<file path="src/rtl/flash_xlat_pkg.sv">
package flash_xlat_pkg;
  localparam int SIZE_W = 10;
  localparam logic [SIZE_W-1:0] PG_SMALL = 10'd264;
  localparam logic [SIZE_W-1:0] PG_LARGE = 10'd528;
  localparam logic [SIZE_W-1:0] P2_SMALL = 10'd256;
  localparam logic [SIZE_W-1:0] P2_LARGE = 10'd512;

  function automatic logic [SIZE_W-1:0] page_bytes(input logic big, input logic p2);
    if (p2) return big ? P2_LARGE : P2_SMALL;
    return big ? PG_LARGE : PG_SMALL;
  endfunction
endpackage

</file>
<file path="src/rtl/xlat_divider.sv">
module xlat_divider #(
  parameter int AW = 22,
  parameter int DW = 10
) (
  input  logic          clk,
  input  logic          rst,
  input  logic          load,
  input  logic [AW-1:0] dividend,
  input  logic [DW-1:0] divisor,
  output logic [AW-1:0] quo,
  output logic [DW-1:0] rem,
  output logic          fin
);
  localparam int CW = $clog2(AW + 1);

  logic [CW-1:0] cnt;
  logic          active;
  logic [DW-1:0] dvs;
  logic [DW:0]   trial;
  logic          qbit;

  assign trial = {rem, quo[AW-1]};
  assign qbit  = (trial >= {1'b0, dvs});

  always_ff @(posedge clk) begin
    if (rst) begin
      cnt    <= '0;
      active <= 1'b0;
      dvs    <= DW'(1);
      quo    <= '0;
      rem    <= '0;
      fin    <= 1'b0;
    end else begin
      fin <= 1'b0;
      if (load && !active) begin
        active <= 1'b1;
        cnt    <= CW'(AW);
        dvs    <= divisor;
        quo    <= dividend;
        rem    <= '0;
      end else if (active) begin
        quo <= {quo[AW-2:0], qbit};
        rem <= qbit ? DW'(trial - {1'b0, dvs}) : trial[DW-1:0];
        cnt <= cnt - 1'b1;
        if (cnt == CW'(1)) begin
          active <= 1'b0;
          fin    <= 1'b1;
        end
      end
    end
  end

  // supports R4/R5: partial remainder never reaches the divisor
  assert_rem_below_divisor_R4: assert property (@(posedge clk) disable iff (rst)
    (active || fin) |-> (rem < dvs));
  // supports R3: the finish strobe is one cycle wide
  assert_fin_single_R3: assert property (@(posedge clk) disable iff (rst)
    fin |=> !fin);
endmodule

</file>
<file path="src/rtl/xlat_pack.sv">
module xlat_pack #(
  parameter int AW    = 22,
  parameter int DW    = 10,
  parameter int DEV_W = 24
) (
  input  logic [AW-1:0]    quo,
  input  logic [DW-1:0]    rem,
  input  logic             big,
  output logic [DEV_W-1:0] packed_addr
);
  localparam int WW = AW + 10;

  logic [WW-1:0] wide;

  always_comb begin
    if (big) wide = {quo, 10'b0};
    else     wide = {1'b0, quo, 9'b0};
    packed_addr = wide[DEV_W-1:0] | {{(DEV_W-DW){1'b0}}, rem};
  end
endmodule

</file>
<file path="src/rtl/flash_addr_xlat.sv">
module flash_addr_xlat
  import flash_xlat_pkg::*;
#(
  parameter int AW    = 22,
  parameter int DEV_W = 24,
  parameter int PG_W  = 13
) (
  input  logic             clk,
  input  logic             rst,
  input  logic             req_valid,
  output logic             req_ready,
  input  logic [AW-1:0]    lin_addr,
  input  logic             big_page,
  input  logic             pow2_mode,
  input  logic [PG_W-1:0]  page_total,
  output logic [DEV_W-1:0] dev_addr,
  output logic             done,
  output logic             err
);
  localparam int DW    = SIZE_W;
  localparam int LIM_W = SIZE_W + PG_W + 1;

  logic             busy, accept;
  logic [AW-1:0]    lat_addr;
  logic             lat_big, lat_p2, lat_err;
  logic [LIM_W-1:0] limit;
  logic [AW-1:0]    quo;
  logic [DW-1:0]    rem;
  logic             fin;
  logic [DEV_W-1:0] packed_addr;

  assign req_ready = !busy;
  assign accept    = req_valid && !busy;
  assign limit     = LIM_W'(page_bytes(big_page, pow2_mode)) * LIM_W'(page_total);

  xlat_divider #(.AW(AW), .DW(DW)) u_div (
    .clk      (clk),
    .rst      (rst),
    .load     (accept),
    .dividend (lin_addr),
    .divisor  (page_bytes(big_page, 1'b0)),
    .quo      (quo),
    .rem      (rem),
    .fin      (fin)
  );

  xlat_pack #(.AW(AW), .DW(DW), .DEV_W(DEV_W)) u_pack (
    .quo         (quo),
    .rem         (rem),
    .big         (lat_big),
    .packed_addr (packed_addr)
  );

  always_ff @(posedge clk) begin
    if (rst) begin
      busy     <= 1'b0;
      lat_addr <= '0;
      lat_big  <= 1'b0;
      lat_p2   <= 1'b0;
      lat_err  <= 1'b0;
      dev_addr <= '0;
      done     <= 1'b0;
      err      <= 1'b0;
    end else begin
      done <= 1'b0;
      if (accept) begin
        busy     <= 1'b1;
        lat_addr <= lin_addr;
        lat_big  <= big_page;
        lat_p2   <= pow2_mode;
        lat_err  <= (LIM_W'(lin_addr) >= limit);
      end
      if (fin) begin
        busy <= 1'b0;
        done <= 1'b1;
        err  <= lat_err;
        if (lat_err)     dev_addr <= '0;
        else if (lat_p2) dev_addr <= DEV_W'(lat_addr);
        else             dev_addr <= packed_addr;
      end
    end
  end

  assert_ready_low_busy_R2: assert property (@(posedge clk) disable iff (rst)
    accept |=> !req_ready);
  assert_done_single_R3: assert property (@(posedge clk) disable iff (rst)
    done |=> !done);
  assert_offset_small_R4: assert property (@(posedge clk) disable iff (rst)
    (done && !err && !lat_p2 && !lat_big) |-> (dev_addr[8:0] < 9'(PG_SMALL)));
  assert_offset_large_R5: assert property (@(posedge clk) disable iff (rst)
    (done && !err && !lat_p2 && lat_big) |-> (dev_addr[9:0] < PG_LARGE));
  assert_pow2_pass_R6: assert property (@(posedge clk) disable iff (rst)
    (done && !err && lat_p2) |-> (dev_addr == DEV_W'(lat_addr)));
  assert_err_zero_R7: assert property (@(posedge clk) disable iff (rst)
    (done && err) |-> (dev_addr == '0));
  assert_ignore_busy_R8: assert property (@(posedge clk) disable iff (rst)
    (busy && req_valid) |=> $stable(lat_addr));
  assert_hold_result_R10: assert property (@(posedge clk) disable iff (rst)
    !done |=> ($stable(dev_addr) || done));
endmodule

</file>
<file path="config.mk">
export PLATFORM = sky130hd
export DESIGN_NAME = flash_addr_xlat
export DESIGN_NICKNAME = d
export VERILOG_FILES = /design/src/rtl/flash_xlat_pkg.sv /design/src/rtl/xlat_divider.sv /design/src/rtl/xlat_pack.sv /design/src/rtl/flash_addr_xlat.sv
export SDC_FILE = /design/constraint.sdc
export NUM_CORES = 1
export LEC_CHECK = 0
export BUFFER_PORTS_ARGS = -buffer_cell sky130_fd_sc_hd__buf_2
export CORE_MARGIN = 2
export CORE_UTILIZATION = 39
export DETAILED_ROUTE_END_ITERATION = 8
export PLACE_DENSITY_LB_ADDON = 0.12
export SYNTH_ARGS = -nofsm -noshare
export SYNTH_HDL_FRONTEND = slang
export SYNTH_HIERARCHICAL = 1
export SYNTH_SLANG_ARGS = --single-unit
</file>
<file path="constraint.sdc">
create_clock -name clk -period 6.3 [get_ports clk]
set_clock_uncertainty 0.15 [all_clocks]
set_input_delay 1.26 -clock clk [delete_from_list [all_inputs] [get_ports clk]]
set_output_delay 1.26 -clock clk [all_outputs]
set_load 0.1 [all_outputs]
</file>
==> results of run 1 <==
## what timing repair did
item                                    CTS  global route
cloned                                    0             0
setup buffers                             0             1
endpoints found under the setup margin    1             1
pin swaps                                 0             5
resized for setup                         1            15
## cell usage in the layout (no fill, tap or decap), types with 9 or more instances in the layout
cell | netlist | routed
nor2b_1 | 12 | 12
a211oi_1 | 10 | 10
nand2_1 | 114 | 114
fa_1 | 17 | 17
buf_4 | 9 | 35
nor3_1 | 9 | 9
mux2_2 | 11 | 9
o21ai_0 | 33 | 32
xnor2_1 | 17 | 17
inv_1 | 48 | 48
a21o_1 | 9 | 9
a21oi_1 | 78 | 76
dfxtp_1 | 101 | 100
and2_1 | 24 | 24
conb_1 | 2 | 13
buf_2 | 3 | 65
o21ai_1 | 9 | 10
mux2_4 | 9 | 11
clkbuf_16 | 0 | 9
ha_1 | 100 | 97
nor2_1 | 65 | 63
mux2i_1 | 53 | 53
## stage by stage
step / instances / hold WS (ns) / worst slack (ns) / total power [mW] / cell area (um^2)
floorplan: 865 / 0.2860 / 0.02870 / 1.258 / 7393
global placement: 1150 / 0.2818 / -0.2560 / 1.436 / 8004
detailed placement: 1150 / 0.2876 / -0.3526 / 1.434 / 8004
CTS: 1164 / 0.3008 / 0.04975 / 2.011 / 8305
global route: 1165 / 0.3091 / 0.01010 / 2.147 / 8369
finish: 1165 / 0.2953 / 0.3293 / 2.002 / 8369
## power groups by stage
stage	registers [mW]	logic [mW]	clock network, mW
2_1_floorplan	0.709	0.549	0
3_3_place_gp	0.720	0.716	0
3_5_place_dp	0.721	0.713	0
4_1_cts	0.706	0.725	0.580
5_1_grt	0.711	0.832	0.603
6_report	0.706	0.729	0.567
## area by class of cell
cell class | count | share of cell area
Multi-Input combinational cell | 666 | 0.5949
Sequential cell | 101 | 0.2417
Tap cell | 234 | 0.03498
Clock buffer | 11 | 0.03020
Clock inverter | 3 | 0.005531
Timing Repair Buffer | 100 | 0.07026
Inverter | 50 | 0.02242
## worst paths after layout
kind / to / cells after the start / slack (ns) / from
min reg2reg: dev_addr[6]$_SDFFE_PP0P_ / 2 / 0.30 / dev_addr[6]$_SDFFE_PP0P_
max reg2reg: u_div/rem[7]$_SDFFE_PP0P_ / 7 / 3.57 / u_div/rem[1]$_SDFFE_PP0P_
min: dev_addr[6]$_SDFFE_PP0P_ / 2 / 0.30 / dev_addr[6]$_SDFFE_PP0P_
max: lat_err$_SDFFE_PP0P_ / 25 / 0.33 / big_page
## routing by layer
metal	part of all wire	up-vias	wire length [um]	global-route usage
li1	-	3061	-	-
met1	0.52	2672	9140	0.2538
met2	0.44	78	7832	0.2887
met3	0.025	11	434	0.02835
met4	0.013	0	223	0.03895
met5	0	-	0	0
## worst reg2reg max path, stage by stage, from the launching register on
cell and delay (ns):
dfxtp_1 0.36, ha_1 0.40, nand3_1 0.14, nor3_2 0.19, and2b_1 0.22, a22oi_2 0.65
mux2i_1 0.37, a211oi_1 0.11
## flip-flops by register name (all words and copies together) (netlist names)
name          count
u_div/rem        10
err               1
done              1
busy              1
dev_addr         24
lat_big           1
lat_p2            1
u_div/fin         1
u_div/dvs        10
u_div/quo        22
u_div/active      1
u_div/cnt         5
lat_err           1
lat_addr         22
## logic make-up after synthesis
group,count (synthesis),share of synthesized area
xor gates and xnor gates,24,0.02860
adders and majority gates,117,0.2165
buffers and inverters,98,0.06093
and+or+nand+nor,264,0.1660
muxes,73,0.1074
AOI/OAI and AO/OA,175,0.1445
other,2,0.001022
DFF,101,0.2751
==> metrics.csv, run 1 <==
metric;value;unit
# H-tree levels;3;
Fillers;1928;
area of the multi-input gates;0.004979;mm^2
core area;0.01858;mm^2
count of input and output buffers;66;
CP top delay family;adder cells;
Leak;3.856;nW
GRT overflow;0;
setup TNS;0;ns
register area share after synthesis;0.2751;
Reg power frac;0.353;
max_slew headroom;0.3898;
power share of the combinational group;0.364;
post-synth top area cell;dfxtp_1;
peak supply drop;0.1277;mV
I/O Pins;67;
largest net degree at the start of global routing;68;
Clk pwr share;0.283;
CP Class;in2reg;
Worst EP required;6.40;ns
Pint;1.332;mW
vias;5822;
antenna-violating nets left;0;
crit path buf inv count;5;
Critical Path Fanout Max;7;
Synth Flop Type;dfxtp_1;
die area;0.01996;mm^2
First-pass DRT Iterations;7;
Final min period;5.971;ns
vias per cell;4.997;
Hold Violations, Final;0;
clock sinks;101;
post-layout util;0.4504;
vias in the first global route;5423;
critical path startpoint category;input pin;
Longest Clk Path Bufs;2;
final setup fails;0;
Fmax achieved;0.1675;GHz
diodes inserted;0;
Root Buffer;clkbuf_16;
distinct cell type count after synthesis;73;
Post-Syn Instances;854;
most common library cells after synthesis;nand2_1, dfxtp_1, ha_1;
crit-path max cell delay;0.52;ns
Synth warnings;6;
Crit path top cell by count;ha_1;
Max Slew Vio Count;0;
sw frac;0.3347;
final net count;1085;
hold-fix buffers at CTS;0;
row count;50;
synthesized area;0.007351;mm^2
CTS tree;done;
Worst path slowest cell;fa_1;
MaxCap Viol Count;0;
Starting Density;0.3956;
HPWL Detailed;13600;um
Total GRT Usage;0.1791;
endpoint type of the worst setup path;flop;
initial DRC count;341;
status;finished, final reports clean;
synthesized flop and latch total;101;
final WL;17630;um
initial antenna violation count;0;
FFs w/ async S/R, synth;0;
top-count cell post-synth;nand2_1;
Post-synth EDFFs;0;
average size of a mapped cell;8.607;um^2
fraction of layout cells with a size suffix above 1;0.1729;
pwr dens;239.2;mW/mm^2
RSZ-0062 raised after global routing;false;
Register Area;0.002023;mm^2
Routed WL per cell;15.13;um
switching power;670.2;uW
first-pass GRT wire length;28520;um
fin crit share;0.9477;
Layout area overhead;13.86;%
top post-synthesis cells by area;dfxtp_1, ha_1, mux2i_1, nand2_1, a21oi_1;
CTS clk-pin slew, worst paths;0.07;ns
top cell type's share of synthesized area;0.2751;
Die X;141.3;um
worst slew pin tran;0.9140;ns
drt drc;0;
clock latency on the worst-skew pair;0.34;ns
die height;141.3;um
worst hold path type;reg2reg;
TritonCTS buffer count;9;
worst path arrival time;6.07;ns
GPL Wtd Cong;0.8198;
(Power assumes the default switching activity.)
==> inputs of run 2 (changes only) <==
MAX_ROUTING_LAYER = met4   (was unset)
PLACE_DENSITY_LB_ADDON = unset   (was 0.12)
==> metrics.csv, run 2 (same netlist as run 1, synthesis figures left out) <==
metric;value;unit
TritonCTS buffer count;9;
final setup fails;0;
vias;5885;
worst hold path type;reg2reg;
core area;0.01858;mm^2
setup TNS;0;ns
first-pass GRT wire length;27860;um
commonest cells after routing, fill and taps aside;nand2_1, ha_1, dfxtp_1, a21oi_1, buf_2;
final setup margin;0.3158;ns
largest net degree at the start of global routing;61;
die area;0.01996;mm^2
Layout area overhead;13.36;%
Top Registers;dev_addr x24, lat_addr x22, u_div/quo x22;
antenna-violating nets left;0;
pwr dens;237.4;mW/mm^2
final WL;16950;um
Setup WS pre-CTS;-0.2981;ns
initial antenna violation count;0;
# H-tree levels;3;
row count;50;
endpoint type of the worst setup path;flop;
hold-fix buffers at CTS;0;
CTS clk-pin slew, worst paths;0.06;ns
max_slew headroom;0.3971;
die height;141.3;um
drt drc;0;
worst slew pin tran;0.9031;ns
Fillers;1879;
vias in the first global route;5398;
max reg flops;24;
final net count;1085;
Critical Path Fanout Max;7;
vias per cell;5.047;
Register Area;0.002023;mm^2
Longest Clk Path Bufs;2;
GRT overflow;0;
clock latency on the worst-skew pair;0.35;ns
peak supply drop;0.1297;mV
most common cell after layout, fill and taps aside;nand2_1;
MaxCap Viol Count;0;
Leak;3.840;nW
hold_ws;0.2930;ns
fin crit share;0.9499;
Max Slew Vio Count;0;
Routed WL per cell;14.54;um
Total GRT Usage;0.1789;
First-pass DRT Iterations;4;
Die X;141.3;um
Fmax achieved;0.1671;GHz
status;finished, final reports clean;
Worst EP required;6.41;ns
Final min period;5.984;ns
CP Class;in2reg;
CTS tree;done;
Root Buffer;clkbuf_16;
clock sinks;101;
fraction of layout cells with a size suffix above 1;0.1674;
Hold Violations, Final;0;
Starting Density;0.3956;
critical path startpoint category;input pin;
diodes inserted;0;
count of input and output buffers;66;
initial DRC count;322;
GPL Wtd Cong;0.8536;
HPWL Detailed;13070;um
I/O Pins;67;
worst path arrival time;6.10;ns
area of the multi-input gates;0.004949;mm^2
post-layout util;0.4485;
largest register by flop count;dev_addr;
run 2: cell types whose count changed in the layout (fill, tap and decap cells not counted), sizes merged:
cell    change
clkbuf      +2
buf         -1
run 2: what timing repair did:
| action | 4_1_cts | 5_1_grt |
|---|---|---|
| gates resized for setup | 0 | 9 |
| buffers inserted | 0 | 0 |
| hold endpoints to repair | 0 | 0 |
| setup endpoints to repair | 0 | 1 |
run 2: final timing paths:
path | from | to | slack, ns | cells after the start
worst min-delay path | dev_addr[16]$_SDFFE_PP0P_ | dev_addr[16]$_SDFFE_PP0P_ | 0.29 | 2
worst max-delay path | big_page | lat_err$_SDFFE_PP0P_ | 0.32 | 21
worst max register to register | busy$_SDFFE_PP0P_ | u_div/rem[9]$_SDFFE_PP0P_ | 3.52 | 10
worst min register to register | dev_addr[16]$_SDFFE_PP0P_ | dev_addr[16]$_SDFFE_PP0P_ | 0.29 | 2
run 2: area by class of cell:
| class | instances | share of cell area |
|---|---|---|
| tap | 234 | 0.03514 |
| inverter | 50 | 0.02252 |
| clock buffer | 12 | 0.02958 |
| timing repair buffer | 100 | 0.07057 |
| clock inverter | 3 | 0.005556 |
| sequential | 101 | 0.2428 |
| multi-input combinational | 666 | 0.5938 |
run 2: critical path: stages:
cell and delay, ns:
clkbuf_4 0.18, mux2_2 0.37, fa_1 0.54, inv_1 0.06, fa_1 0.52, inv_1 0.04, ha_1 0.28, ha_1 0.30
ha_1 0.24, or4_1 0.51, o22a_2 0.21, a211o_1 0.27, a21oi_2 0.15, xor2_1 0.17, ha_1 0.19, o21ai_1 0.07
nand2b_1 0.07, a21oi_1 0.07, a2111oi_2 0.21, o211ai_1 0.15, o31ai_1 0.23
run 2: metrics by stage:
step | cell area (um^2) | instances | power, mW
floorplan | 7393 | 865 | 1.258
global route | 8333 | 1166 | 2.122
global placement | 8011 | 1151 | 1.429
detailed placement | 8011 | 1151 | 1.432
CTS | 8304 | 1166 | 1.990
finish | 8333 | 1166 | 1.978
run 2: where the power goes:
group / total (mW) / switching (mW) / internal [mW]
clock: 0.554 / 0.236 / 0.318
sequential: 0.707 / 0.0332 / 0.673
combinational: 0.718 / 0.386 / 0.332
total: 1.98 / 0.655 / 1.32
run 2: layer usage:
metal	global-route usage	routed length [um]	vias to the layer above
li1	-	-	3069
met1	0.2537	8702	2693
met2	0.2652	7310	105
met3	0.02430	621	18
met4	0.05474	314	0
met5	-	0	-
